--- src/rtl/twophase_shaper.sv ---
module twophase_shaper #(
  parameter int PH_W  = 68750000,
  parameter int CAL_W = 22500000,
  parameter int CNT_W = 28
) (
  input  logic clk,
  input  logic rst,
  input  logic rate_evt,
  input  logic cal_evt,
  output logic ph0_n,
  output logic ph1_n,
  output logic cal_p
);
  localparam logic [CNT_W-1:0] PH_FULL  = CNT_W'(PH_W);
  localparam logic [CNT_W-1:0] CAL_FULL = CNT_W'(CAL_W);

  function automatic logic [CNT_W-1:0] pick(input logic [CNT_W-1:0] per,
                                            input logic [CNT_W-1:0] full);
    if ({1'b0, per} < {full, 1'b0})
      pick = (per < CNT_W'(2)) ? CNT_W'(1) : (per >> 1);
    else
      pick = full;
  endfunction

  // period counters: saturate at all ones, which reads as "long"
  logic [CNT_W-1:0] ph_per, cal_per;
  always_ff @(posedge clk) begin
    if (rst) begin
      ph_per  <= '1;
      cal_per <= '1;
    end else begin
      if (rate_evt) ph_per <= CNT_W'(1);
      else if (ph_per != '1) ph_per <= ph_per + 1'b1;
      if (cal_evt) cal_per <= CNT_W'(1);
      else if (cal_per != '1) cal_per <= cal_per + 1'b1;
    end
  end

  // phase path
  logic [CNT_W-1:0] ph_rem, ph_pw, ph_new;
  logic ph_pend, ph_cur, ph_nxt, ph_free;
  assign ph_new  = pick(ph_per, PH_FULL);
  assign ph_free = ph_rem <= CNT_W'(1);

  always_ff @(posedge clk) begin
    if (rst) begin
      ph_rem  <= '0;
      ph_pw   <= '0;
      ph_pend <= 1'b0;
      ph_cur  <= 1'b0;
      ph_nxt  <= 1'b0;
    end else if (ph_free && (ph_pend || rate_evt)) begin
      ph_rem  <= ph_pend ? ph_pw : ph_new;
      ph_cur  <= ph_nxt;
      ph_nxt  <= ~ph_nxt;
      ph_pend <= ph_pend && rate_evt;
      if (ph_pend && rate_evt) ph_pw <= ph_new;
    end else begin
      if (ph_rem != '0) ph_rem <= ph_rem - 1'b1;
      if (rate_evt && !ph_pend) begin
        ph_pend <= 1'b1;
        ph_pw   <= ph_new;
      end
    end
  end

  assign ph0_n = !((ph_rem != '0) && !ph_cur);
  assign ph1_n = !((ph_rem != '0) && ph_cur);

  // calibration path
  logic [CNT_W-1:0] cal_rem, cal_pw, cal_new;
  logic cal_pend, cal_free;
  assign cal_new  = pick(cal_per, CAL_FULL);
  assign cal_free = cal_rem <= CNT_W'(1);

  always_ff @(posedge clk) begin
    if (rst) begin
      cal_rem  <= '0;
      cal_pw   <= '0;
      cal_pend <= 1'b0;
    end else if (cal_free && (cal_pend || cal_evt)) begin
      cal_rem  <= cal_pend ? cal_pw : cal_new;
      cal_pend <= cal_pend && cal_evt;
      if (cal_pend && cal_evt) cal_pw <= cal_new;
    end else begin
      if (cal_rem != '0) cal_rem <= cal_rem - 1'b1;
      if (cal_evt && !cal_pend) begin
        cal_pend <= 1'b1;
        cal_pw   <= cal_new;
      end
    end
  end

  assign cal_p = cal_rem != '0;

  a_r1_reset_idle: assert property (@(posedge clk)
    rst |=> (ph0_n && ph1_n && !cal_p));
  a_r5_phases_exclusive: assert property (@(posedge clk) disable iff (rst)
    !(!ph0_n && !ph1_n));
  a_r2_phase_width_cap: assert property (@(posedge clk) disable iff (rst)
    ph_rem <= PH_FULL);
  a_r7_cal_width_cap: assert property (@(posedge clk) disable iff (rst)
    cal_rem <= CAL_FULL);
  a_r6_held_only_when_busy: assert property (@(posedge clk) disable iff (rst)
    ph_pend |-> (!ph0_n || !ph1_n));
endmodule

--- config.mk ---
export PLATFORM = sky130hd
export DESIGN_NAME = twophase_shaper
export DESIGN_NICKNAME = d
export VERILOG_FILES = /design/src/rtl/twophase_shaper.sv
export SDC_FILE = /design/constraint.sdc
export NUM_CORES = 1
export LEC_CHECK = 0
export BUFFER_PORTS_ARGS = -buffer_cell sky130_fd_sc_hd__buf_4
export CORE_ASPECT_RATIO = 0.5
export CORE_MARGIN = 1
export CORE_UTILIZATION = 64
export DETAILED_ROUTE_END_ITERATION = 8
export PLACE_DENSITY = 0.85
export RECOVER_POWER = 50
export REMOVE_ABC_BUFFERS = 1
export SYNTH_ARGS = -nofsm -noshare
export SYNTH_HDL_FRONTEND = slang
export SYNTH_SLANG_ARGS = --single-unit
--- constraint.sdc ---
create_clock -name clk -period 3.7 [get_ports clk]
set_input_delay 0.925 -clock clk [delete_from_list [all_inputs] [get_ports clk]]
set_output_delay 0.925 -clock clk [all_outputs]
set_load 0.005 [all_outputs]
==> flow_summary_export.csv <==
group,metric,value,unit
status,status,"completed",
yosys,synth_fa_ha_area_frac,0.0102,
floorplan,die_y,88.4,µm
global_route,grtUsageMet1,0.445,
power_and_ir_drop,power_density_cells,735,mW/mm²
clocking,cts_max_path_buffers,2,
sta,rsz_0062_raised_after_global_routing,"no",
clocking,htree_num_levels,4,
floorplan,floorplan.die_area,0.0155,mm²
yosys,synthXorXnorAreaFrac,0.0596,
global_route,first_global_vias,8228,
global_route,grtUsageTotal,0.336,
global_route,grt_first_pass_wirelength,42100,µm
clocking,later_pin_clock_latency_in_the_skew_report,0.44,ns
min_path,class_of_the_tightest_hold_or_removal_check,"reg -> reg",
route,detailroute.via_count,9209,
clocking,hold_fix_buffers_at_cts,0,
yosys,netlist_top_cells_area,"dfxtp_1 36%, o21ai_0 4.2%, clkbuf_1 3.8%",
sta,hold_violations,0,
clocking,cts-buffers-inserted,17,
floorplan,fp.dieW,175,µm
yosys,yosys_register_bits,170,
yosys,synth_top_area_share,0.356,
cells_and_area,finish.net_count,1132,
route,detailed_router_iteration_count_before_antenna_repair,5,
cells_and_area,footprint_of_the_multi_input_gates,0.00556,mm²
route,wl_per_cell,19.3,µm
sta,max_freq,298,MHz
yosys,post_synth_mux_area_share,0.0232,
setup_path,critical-path-slowest-cell,"or4_1",
sta,drv_slew,0,
floorplan,count_of_pins_on_the_block_boundary,7,
route,drc_violations,0,
route,avgViaCountPerCell,6.91,
global_route,global_route.overflow_total,0,
yosys,seq_area_frac_synth,0.356,
setup_path,endpoint_kind,"primary output",
global_route,antenna_found_initial,0,
placement,port-buffer-count,6,
run,cap_viol_max_count,0,
sta,tightest_slew,0.994,ns
yosys,synth-main-ff-cell,"dfxtp_1",
cells_and_area,drive_gt1_frac,0.0750,
cells_and_area,nFillCells,1160,
power_and_ir_drop,ir_drop,0.457,mV
cells_and_area,stdcell_count,1332,
yosys,post_synth_instance_area,0.00956,mm²
clocking,tritoncts,"done",
cells_and_area,insertedDiodeCount,0,
clocking,post_cts_buffers,0,
setup_path,crit_path_max_incr_delay,0.74,ns
placement,placed_cells_incl_taps,1300,
yosys,yosysUniqueCellTypes,70,
floorplan,placeableCoreArea,0.0145,mm²
yosys,synth-compound-area-share,0.237,
setup_path,worst-endpoint-required,2.77,ns
cells_and_area,final_cell_mix,"170 x dfxtp_1, 81 x o21ai_0, 72 x nor2_1",
floorplan,start_util,0.659,
cells_and_area,layout.cells.most_common,"dfxtp_1",
yosys,synthDominantAreaCellType,"dfxtp_1",
sta,clock-skew-final,0.0147,ns
setup_path,crit_arrival,2.43,ns
setup_path,timing.setup.critical_path_class,"reg -> out",
cells_and_area,flow.area_growth_from_synthesis,5.84,%
yosys,synth_top_family_by_area,"simple AND/OR/NAND/NOR gates",
yosys,total_number_of_yosys_warnings,0,
yosys,synth-edff-count,0,
sta,fin_crit_sh,0.907,
route,antenna_left,0,
sta,timing.final.ws_setup,0.346,ns
placement,dpl_worst_slack,0.732,ns
setup_path,crit_fanout,13,
route,route.final.wire_length,25700,µm
placement,hpwlAfterDp,16800,µm
placement,place_congestion,0.939,
clocking,post_cts.resized_instances,0,
yosys,async_flop_share,0,
clocking,cts_root_buffer,"clkbuf_16",
yosys,synth_simple_gate_area_frac,0.250,
sta,finalSetupViolCount,0,
clocking,numClockSinks,170,
clocking,path_clk_slew,0.07,ns
global_route,grt_util_met3,0.0631,
sta,final_period_minus_worst_setup_slack,3.35,ns
global_route,grt_busiest_layer,"met2",
route,drt-initial-drc-count,852,
power_and_ir_drop,power.leakage,3.53,nW
global_route,groute.layer.met2.usage,0.562,
cells_and_area,seq_cell_area,0.00340,mm²
sta,worst_slew_margin_rel,0.338,
yosys,cells_after_synthesis,1182,
setup_path,crit_chain,"or4_1, nor4_1, nand3_1, buf_4",
yosys,post_synth.cell_area_avg,8.08,µm²
global_route,pin_count_of_the_biggest_net_entering_global_routing,62,
floorplan,row_count,31,
setup_path,timing.critical_path.from_type,"flip-flop",
flip-flops by register name (all words and copies together) (netlist names):
register  flops
ph_pw        27
ph_rem       28
ph_nxt        1
cal_pw       27
cal_pend      1
ph_per       28
ph_pend       1
ph_cur        1
cal_per      28
cal_rem      28
report_power, final:
| group | internal, mW | switching, mW | total (mW) |
|---|---|---|---|
| Sequential | 2.18 | 0.425 | 2.60 |
| Combinational | 1.16 | 1.91 | 3.08 |
| Clock | 0.956 | 0.800 | 1.76 |
synth_stat cells (5+ instances only):
cell type and count:
a2111oi_0 5, nor2_1 72, a211oi_1 47, o31a_1 6
a311oi_1 8, nand2b_1 13, o311ai_0 8, nand2_1 66
and4_1 11, nand4_1 33, ha_1 7, dfxtp_1 170
o211ai_1 11, o211a_1 5, nor4_1 55, o31ai_1 12
nor2b_1 9, o22ai_1 7, o221a_2 7, o2111ai_1 6
inv_1 36, or3_1 13, o21ai_0 81, nor3b_1 5
a21oi_1 53, and2_1 5, or2_2 7, a221oi_1 7
xor2_1 23, o32ai_1 12, nor3_1 46, a31oi_1 19
or4_1 15, xnor2_1 42, clkbuf_1 98, nand3_1 62
buf_1 5, mux2i_1 21, and3_1 11
worst max-delay path, delay by kind of cell, from the launching register on:
kind / cells / cell delay [ns]
simple gates: 3 / 1.47
flops: 1 / 0.36
buf+inv: 1 / 0.16
layout make-up:
type                            count  share of cell area
Multi-Input combinational cell    863               0.550
Sequential cell                   170               0.337
Clock buffer                       21              0.0445
Tap cell                          198              0.0245
Timing Repair Buffer               31              0.0199
Inverter                           38              0.0141
Clock inverter                     11              0.0109
final timing paths:
path	startpoint	end	slack, ns	cells past startpoint
max	cal_rem[2]	cal_p	0.35	4
min	cal_pw[19]	cal_pw[19]	0.46	2
max reg2reg	cal_rem[6]	cal_pw[20]	0.35	6
min reg2reg	cal_pw[19]	cal_pw[19]	0.46	2
cell families (layout without fill, tap and decap cells):
kind of cell / count (synthesis) / in the layout
AO/OA/AOI/OAI: 329 / 329
XOR/XNOR: 65 / 65
flip-flops: 170 / 170
buffers and inverters: 149 / 101
multiplexers: 22 / 22
AND/OR/NAND/NOR: 439 / 439
adder cells (fa/ha/maj): 8 / 8
per-layer routing:
| metal | wire length, µm | vias to the layer above |
|---|---|---|
| met5 | 0 | - |
| met4 | 474 | 0 |
| met3 | 2060 | 53 |
| met2 | 12000 | 440 |
| met1 | 11200 | 4375 |
| li1 | - | 4341 |
through the flow:
stage / setup TNS (ns) / util / area (µm²) / total power [mW] / hold slack (ns)
floorplan: -2.36 / - / 9090 / 4.78 / 0.430
global placement: 0 / 0.661 / 9590 / 5.49 / 0.438
detailed placement: 0 / 0.661 / 9590 / 5.61 / 0.455
CTS: 0 / 0.700 / 10200 / 7.38 / 0.465
global route: 0 / 0.697 / 10100 / 7.86 / 0.477
finish: 0 / 0.697 / 10100 / 7.44 / 0.464
No activity file was read; power rests on OpenSTA's default activity.
